$ cat src/rtl/acc_exec_pkg.sv
package acc_exec_pkg;

  typedef enum logic [2:0] {
    OP_NONE = 3'd0,
    OP_ASLA = 3'd1,
    OP_ASLB = 3'd2,
    OP_DECA = 3'd3,
    OP_DECB = 3'd4,
    OP_TBA  = 3'd5,
    OP_MUL  = 3'd6
  } acc_op_e;

  localparam logic [7:0] OPC_ASLA = 8'h48;
  localparam logic [7:0] OPC_ASLB = 8'h58;
  localparam logic [7:0] OPC_DECA = 8'h4A;
  localparam logic [7:0] OPC_DECB = 8'h5A;
  localparam logic [7:0] OPC_TBA  = 8'h17;
  localparam logic [7:0] OPC_MUL  = 8'h3D;

  localparam int FLAG_H = 5;
  localparam int FLAG_N = 3;
  localparam int FLAG_Z = 2;
  localparam int FLAG_V = 1;
  localparam int FLAG_C = 0;

  localparam int unsigned CYC_SHORT = 2;
  localparam int unsigned CYC_MUL   = 3;

endpackage

$ cat src/rtl/acc_rst_sync.sv
module acc_rst_sync #(
  parameter int STAGES = 2
) (
  input  logic clk,
  input  logic rst_n,
  output logic rst_n_sync
);

  logic [STAGES-1:0] sync_q;

  always_ff @(posedge clk or negedge rst_n) begin
    if (!rst_n) begin
      sync_q <= '0;
    end else begin
      sync_q <= {sync_q[STAGES-2:0], 1'b1};
    end
  end

  assign rst_n_sync = sync_q[STAGES-1];

endmodule

$ cat src/rtl/acc_decode.sv
module acc_decode
  import acc_exec_pkg::*;
#(
  parameter int OPC_W = 8,
  parameter int CNT_W = 2
) (
  input  logic [OPC_W-1:0] opcode,
  output acc_op_e          op,
  output logic             legal,
  output logic [CNT_W-1:0] cycles
);

  always_comb begin
    op     = OP_NONE;
    legal  = 1'b1;
    cycles = CNT_W'(CYC_SHORT);
    case (opcode)
      OPC_ASLA: op = OP_ASLA;
      OPC_ASLB: op = OP_ASLB;
      OPC_DECA: op = OP_DECA;
      OPC_DECB: op = OP_DECB;
      OPC_TBA:  op = OP_TBA;
      OPC_MUL: begin
        op     = OP_MUL;
        cycles = CNT_W'(CYC_MUL);
      end
      default: begin
        legal  = 1'b0;
        cycles = '0;
      end
    endcase
  end

endmodule

$ cat src/rtl/acc_alu.sv
module acc_alu
  import acc_exec_pkg::*;
#(
  parameter int DATA_W = 8,
  parameter int CCR_W  = 8
) (
  input  acc_op_e           op,
  input  logic [DATA_W-1:0] a,
  input  logic [DATA_W-1:0] b,
  input  logic [CCR_W-1:0]  ccr,
  output logic [DATA_W-1:0] a_nxt,
  output logic [DATA_W-1:0] b_nxt,
  output logic [CCR_W-1:0]  ccr_nxt
);

  localparam int PROD_W = 2 * DATA_W;
  localparam logic [DATA_W-1:0] MOST_NEG = {1'b1, {(DATA_W-1){1'b0}}};

  logic              use_b;
  logic [DATA_W-1:0] src;
  logic [DATA_W-1:0] shl;
  logic [DATA_W-1:0] dec;
  logic [PROD_W-1:0] prod;
  logic [DATA_W-1:0] res;

  assign use_b = (op == OP_ASLB) || (op == OP_DECB);
  assign src   = use_b ? b : a;
  assign shl   = {src[DATA_W-2:0], 1'b0};
  assign dec   = src - DATA_W'(1);
  assign prod  = PROD_W'(a) * PROD_W'(b);

  always_comb begin
    a_nxt   = a;
    b_nxt   = b;
    ccr_nxt = ccr;
    res     = src;
    case (op)
      OP_ASLA, OP_ASLB: begin
        res             = shl;
        ccr_nxt[FLAG_C] = src[DATA_W-1];
        ccr_nxt[FLAG_N] = shl[DATA_W-1];
        ccr_nxt[FLAG_Z] = ~|shl;
        ccr_nxt[FLAG_V] = shl[DATA_W-1] ^ src[DATA_W-1];
      end
      OP_DECA, OP_DECB: begin
        res             = dec;
        ccr_nxt[FLAG_N] = dec[DATA_W-1];
        ccr_nxt[FLAG_Z] = ~|dec;
        ccr_nxt[FLAG_V] = (src == MOST_NEG);
      end
      OP_TBA: begin
        ccr_nxt[FLAG_N] = b[DATA_W-1];
        ccr_nxt[FLAG_Z] = ~|b;
        ccr_nxt[FLAG_V] = 1'b0;
      end
      OP_MUL: begin
        ccr_nxt[FLAG_C] = prod[DATA_W-1];
      end
      default: ;
    endcase

    case (op)
      OP_ASLA, OP_DECA: a_nxt = res;
      OP_ASLB, OP_DECB: b_nxt = res;
      OP_TBA:           a_nxt = b;
      OP_MUL: begin
        a_nxt = prod[PROD_W-1:DATA_W];
        b_nxt = prod[DATA_W-1:0];
      end
      default: ;
    endcase
  end

endmodule

$ cat src/rtl/acc_seq.sv
module acc_seq #(
  parameter int CNT_W = 2
) (
  input  logic             clk,
  input  logic             rst_n,
  input  logic             start,
  input  logic             legal,
  input  logic [CNT_W-1:0] cycles,
  output logic             accept,
  output logic             fire,
  output logic             busy,
  output logic             done
);

  logic             busy_q, busy_d;
  logic [CNT_W-1:0] cnt_q, cnt_d;
  logic             done_q;

  assign accept = start && legal && !busy_q;
  assign fire   = busy_q && (cnt_q == '0);

  always_comb begin
    busy_d = busy_q;
    cnt_d  = cnt_q;
    if (accept) begin
      busy_d = 1'b1;
      cnt_d  = cycles - CNT_W'(1);
    end else if (fire) begin
      busy_d = 1'b0;
    end else if (busy_q) begin
      cnt_d  = cnt_q - CNT_W'(1);
    end
  end

  always_ff @(posedge clk or negedge rst_n) begin
    if (!rst_n) begin
      busy_q <= 1'b0;
      cnt_q  <= '0;
      done_q <= 1'b0;
    end else begin
      busy_q <= busy_d;
      cnt_q  <= cnt_d;
      done_q <= fire;
    end
  end

  assign busy = busy_q;
  assign done = done_q;

endmodule

$ cat src/rtl/acc_exec_unit.sv
module acc_exec_unit
  import acc_exec_pkg::*;
#(
  parameter int DATA_W = 8,
  parameter int CCR_W  = 8,
  parameter int OPC_W  = 8,
  parameter int CNT_W  = 2
) (
  input  logic                clk,
  input  logic                rst_n,
  input  logic                start,
  input  logic [OPC_W-1:0]    opcode,
  input  logic [DATA_W-1:0]   acc_a_in,
  input  logic [DATA_W-1:0]   acc_b_in,
  input  logic [CCR_W-1:0]    ccr_in,
  output logic [DATA_W-1:0]   acc_a_out,
  output logic [DATA_W-1:0]   acc_b_out,
  output logic [2*DATA_W-1:0] acc_d_out,
  output logic [CCR_W-1:0]    ccr_out,
  output logic [CNT_W-1:0]    cycles_out,
  output logic                busy,
  output logic                done
);

  logic rst_sync_n;

  acc_op_e          dec_op;
  logic             dec_legal;
  logic [CNT_W-1:0] dec_cycles;

  logic accept, fire;

  acc_op_e           op_q, op_d;
  logic [DATA_W-1:0] a_cap_q, a_cap_d, b_cap_q, b_cap_d;
  logic [CCR_W-1:0]  ccr_cap_q, ccr_cap_d;

  logic [DATA_W-1:0] a_nxt, b_nxt;
  logic [CCR_W-1:0]  ccr_nxt;

  logic [DATA_W-1:0] a_q, a_d, b_q, b_d;
  logic [CCR_W-1:0]  ccr_q, ccr_d;

  acc_rst_sync #(.STAGES(2)) u_rst_sync (
    .clk        (clk),
    .rst_n      (rst_n),
    .rst_n_sync (rst_sync_n)
  );

  acc_decode #(.OPC_W(OPC_W), .CNT_W(CNT_W)) u_decode (
    .opcode (opcode),
    .op     (dec_op),
    .legal  (dec_legal),
    .cycles (dec_cycles)
  );

  acc_seq #(.CNT_W(CNT_W)) u_seq (
    .clk    (clk),
    .rst_n  (rst_sync_n),
    .start  (start),
    .legal  (dec_legal),
    .cycles (dec_cycles),
    .accept (accept),
    .fire   (fire),
    .busy   (busy),
    .done   (done)
  );

  acc_alu #(.DATA_W(DATA_W), .CCR_W(CCR_W)) u_alu (
    .op      (op_q),
    .a       (a_cap_q),
    .b       (b_cap_q),
    .ccr     (ccr_cap_q),
    .a_nxt   (a_nxt),
    .b_nxt   (b_nxt),
    .ccr_nxt (ccr_nxt)
  );

  // operand capture on acceptance
  always_comb begin
    op_d      = op_q;
    a_cap_d   = a_cap_q;
    b_cap_d   = b_cap_q;
    ccr_cap_d = ccr_cap_q;
    if (accept) begin
      op_d      = dec_op;
      a_cap_d   = acc_a_in;
      b_cap_d   = acc_b_in;
      ccr_cap_d = ccr_in;
    end
  end

  // write-back on the final cycle
  always_comb begin
    a_d   = a_q;
    b_d   = b_q;
    ccr_d = ccr_q;
    if (fire) begin
      a_d   = a_nxt;
      b_d   = b_nxt;
      ccr_d = ccr_nxt;
    end
  end

  always_ff @(posedge clk or negedge rst_sync_n) begin
    if (!rst_sync_n) begin
      op_q      <= OP_NONE;
      a_cap_q   <= '0;
      b_cap_q   <= '0;
      ccr_cap_q <= '0;
      a_q       <= '0;
      b_q       <= '0;
      ccr_q     <= '0;
    end else begin
      op_q      <= op_d;
      a_cap_q   <= a_cap_d;
      b_cap_q   <= b_cap_d;
      ccr_cap_q <= ccr_cap_d;
      a_q       <= a_d;
      b_q       <= b_d;
      ccr_q     <= ccr_d;
    end
  end

  assign acc_a_out  = a_q;
  assign acc_b_out  = b_q;
  assign acc_d_out  = {a_q, b_q};
  assign ccr_out    = ccr_q;
  assign cycles_out = dec_cycles;

endmodule

$ cat config.mk
export PLATFORM = sky130hd
export DESIGN_NAME = acc_exec_unit
export DESIGN_NICKNAME = d
export VERILOG_FILES = /design/src/rtl/acc_exec_pkg.sv /design/src/rtl/acc_rst_sync.sv /design/src/rtl/acc_decode.sv /design/src/rtl/acc_alu.sv /design/src/rtl/acc_seq.sv /design/src/rtl/acc_exec_unit.sv
export SDC_FILE = /design/constraint.sdc
export NUM_CORES = 1
export LEC_CHECK = 0
export ABC_CLOCK_PERIOD_IN_PS = 3890
export CAP_MARGIN = 40
export CORE_ASPECT_RATIO = 1.4
export CORE_MARGIN = 2
export CORE_UTILIZATION = 61
export CTS_CLUSTER_SIZE = 24
export DETAILED_ROUTE_END_ITERATION = 7
export GPL_TIMING_DRIVEN = 1
export MAX_ROUTING_LAYER = met4
export PLACE_DENSITY = 0.88
export SLEW_MARGIN = 20
export SYNTH_ARGS = -nofsm -noshare
export SYNTH_HDL_FRONTEND = slang
export SYNTH_SLANG_ARGS = --single-unit
export TNS_END_PERCENT = 10
$ cat constraint.sdc
create_clock -name clk -period 3.89 [get_ports clk]
set_input_delay 0.5835 -clock clk [delete_from_list [all_inputs] [get_ports clk]]
set_output_delay 0.5835 -clock clk [all_outputs]
set_load 0.01 [all_outputs]
==> impl_metrics.env <==
export IMPL_htreeDepth=3
export IMPL_grt_max_degree=53
export IMPL_synth_compound_area_share_pct=17.9
export IMPL_path_buf_inv=3
export IMPL_clock_root_buffer="clkbuf_16"
export IMPL_crit_path_frequent_cell="fa_1"
export IMPL_cpPeakStageDelay_ps=500
export IMPL_postSynthNetCount=781
export IMPL_die_height_um=118
export IMPL_crit_required_ps=4100
export IMPL_start_util_pct=62.7
export IMPL_synth_area_leaders="dfrtp_1, fa_1, ha_1"
export IMPL_fmax_mhz=243
export IMPL_yosysWarningCount=0
export IMPL_clock_latency_ps=340
export IMPL_synth_edff_count=0
export IMPL_worstPathMaxFanout=4
export IMPL_synthDistinctLibCells=68
export IMPL_synth_top_family_by_area="adder cells"
export IMPL_synth_simple_area_share_pct=18.6
export IMPL_synth_cells=671
export IMPL_pre_cts_ws_ps=-212
export IMPL_via_per_inst=6.39
export IMPL_yosysTopAreaCell="dfrtp_1"
export IMPL_grt_pass1_wl_um=31000
export IMPL_clkPwrFrac_pct=12.8
export IMPL_cap_violations=0
export IMPL_seqPwrFrac_pct=14.1
export IMPL_r2r_end="acc_a_out[7]"
export IMPL_synth_fa_ha_area_share_pct=21.4
export IMPL_hold_buffers=0
export IMPL_fin_util_pct=81.4
export IMPL_grt_total_usage_pct=41.0
export IMPL_wirelength_um=19400
export IMPL_asyncSetResetFlopFracSynth_pct=100
export IMPL_tightest_slew_ps=753
export IMPL_power_switching_uw=3450
export IMPL_ys_ff_latch=57
export IMPL_grt_setup_unrepaired="yes"
export IMPL_drt_iter0_drc=550
export IMPL_max_vdd_ir_drop_uv=1220
export IMPL_synth_top_area_share_pct=25.2
export IMPL_fin_crit_sh_pct=106
export IMPL_end_kind="register"
export IMPL_antenna_cells=0
export IMPL_cpMaxStageDelayCell="fa_1"
export IMPL_skew_ps=6.02
export IMPL_gp_congestion=1.08
export IMPL_synth_ff_type="dfrtp_1"
export IMPL_crit_family="adder cells"
export IMPL_finalNetCount=880
export IMPL_muxShareOfSynthArea_pct=4.91
export IMPL_postRouteAntennaNets=0
export IMPL_p_per_area_nw_per_um2=1000
export IMPL_final_hold_viol_count=0
export IMPL_violations="setup timing"
export IMPL_synthToLayoutAreaGrowth_pct=29.8
export IMPL_r2r_cells=15
export IMPL_grt_pass1_vias=6086
export IMPL_wl_per_cell_um=21.9
export IMPL_dr_pass1_iters=5
export IMPL_avgSynthCellArea_um2=8.44
export IMPL_combPwrFrac_pct=73.1
export IMPL_setup_ws_ps=-222
export IMPL_io_buffers=78
export IMPL_p_leak_uw=0.00340
export IMPL_numCtsBuffers=9
export IMPL_cts_tree="built"
export IMPL_ys_seq_area_share_pct=25.2
export IMPL_clk_pin_slew_worst_paths_ps=60
export IMPL_row_count=41
export IMPL_regToRegStartpoint="b_cap_q[3]"
export IMPL_final_min_clock_period_ps=4110
export IMPL_hold_path_class="reg -> async"
export IMPL_synthXorXnorAreaFrac_pct=2.76
export IMPL_drc=0
export IMPL_critPathKind="reg -> reg"
export IMPL_sw_frac_of_total_pct=46.9
export IMPL_dp_hpwl_um=14600
export IMPL_overflow=0
export IMPL_setup_viol=10
export IMPL_drive_gt1_share_pct=19.2
export IMPL_ios=79
export IMPL_core_area_um2=9030
export IMPL_cts_path_max_buffers=2
export IMPL_p_int_uw=3910
export IMPL_drv_slew=0
export IMPL_dr_total_vias=5635
export IMPL_critPathArrivalTime_ps=4320
export IMPL_r2r_setup_slack_ps=-220
export IMPL_cp_cell_sequence="buf_4, and2_1, fa_2, inv_1, fa_1, fa_1, fa_1, inv_1, ha_4, o21ai_2, o211ai_1, nand4_1, and3_1, o21ai_1, a31oi_1"
export IMPL_status="finished, violations left"
export IMPL_dieArea_um2=10100
export IMPL_syn_area_um2=5660
export IMPL_slew_headroom_pct=49.6
export IMPL_die_width_um=85.4
export IMPL_cts_sinks=57
export IMPL_startpoint_type="register"
export IMPL_antenna_found_initial=0
per-layer routing:
layer	part of all wire (%)	track usage [%]
met2	51	69.3
met4	7.5	26.0
met3	6.7	7.43
met5	0	-
met1	35	43.3
cell usage in the layout, fill, tap and decap left out, types with 7 or more instances in the layout:
cell type / n
dfrtp_1: 48
nand2_1: 79
mux2_2: 18
nand2b_1: 7
buf_4: 62
nor2_1: 46
fa_1: 33
inv_1: 58
and2_1: 34
clkdlybuf4s50_1: 78
dfrtp_2: 9
o21ai_0: 38
a21oi_1: 29
xnor2_1: 12
and3_1: 7
a31oi_1: 8
nand3_1: 7
clkbuf_16: 9
ha_1: 32
worst max path at each step:
stage	slack (ps)	start	depth (start not counted)	end
global route	-370	a_cap_q[2]	15	acc_a_out[7]
global placement	-160	a_cap_q[2]	15	acc_a_out[3]
floorplan	-30	b_cap_q[2]	16	acc_a_out[4]
CTS	-180	b_cap_q[7]	15	acc_a_out[7]
finish	-220	b_cap_q[3]	15	acc_a_out[7]
detailed placement	-210	a_cap_q[4]	15	acc_a_out[7]
Yosys cell counts, drive strengths merged (7+ instances only):
master / number
a211oi: 8
a21oi: 32
a31oi: 8
and2: 39
and3: 7
buf: 24
clkbuf: 32
dfrtp: 57
fa: 36
ha: 39
inv: 62
mux2: 19
nand2: 83
nand2b: 7
nand3: 7
nor2: 48
nor3: 7
o21ai: 46
xnor2: 12
final cells by class:
cell class	count	area [um^2]
clock inverter	7	125
clock buffer	9	225
fill	590	1680
timing repair buffer	144	1290
tap	107	134
inverter	64	240
multi-input combinational	494	3890
sequential	57	1440
worst register-to-register path, delay by kind of cell (launching register included):
kind            cells  cell delay [ps]
fa+ha+maj           5             2080
compound gates      4              650
simple gates        3              560
flops               1              410
buf+inv             3              300
power by group through the flow:
stage               registers (uW)  clock network (uW)  logic [uW]
floorplan                     1020                   0        3280
global placement              1010                   0        4980
detailed placement            1030                   0        5110
CTS                           1030                 940        5230
global route                  1070                 964        5810
finish                        1040                 941        5380
kinds of logic (layout without fill, tap and decap cells):
group | Yosys count | count (layout)
compound gates | 156 | 156
xor+xnor | 17 | 17
other cells | 1 | 1
buf+inv | 120 | 224
flops | 57 | 57
mux | 25 | 25
fa+ha+maj | 75 | 75
simple gates | 220 | 220
sequential cells by signal (all words and copies together), names as in the netlist:
register	flops
ccr_cap_q	8
ccr_out	8
acc_b_out	8
op_q	3
acc_a_out	8
u_rst_sync.sync_q	2
a_cap_q	8
u_seq.busy	1
u_seq.done	1
u_seq.cnt_q	2
b_cap_q	8
stage by stage:
step	TNS, ps	hold slack, ps	instances	area (um^2)	power [uW]
2_1_floorplan	-38.8	288	671	5840	4290
3_3_place_gp	-554	68.5	864	6910	5990
3_5_place_dp	-1440	67.9	864	6910	6140
4_1_cts	-860	70.2	880	7300	7200
5_1_grt	-2720	73.0	882	7350	7840
6_report	-1040	69.9	882	7350	7360
repair_timing:
action | 4_1_cts | 5_1_grt
setup endpoints to repair | 11 | 11
pin swaps | 15 | 10
buffers inserted | 0 | 1
gates cloned | 0 | 0
gates resized for setup | 15 | 10
Note: power is estimated with default switching activity, not from simulation.
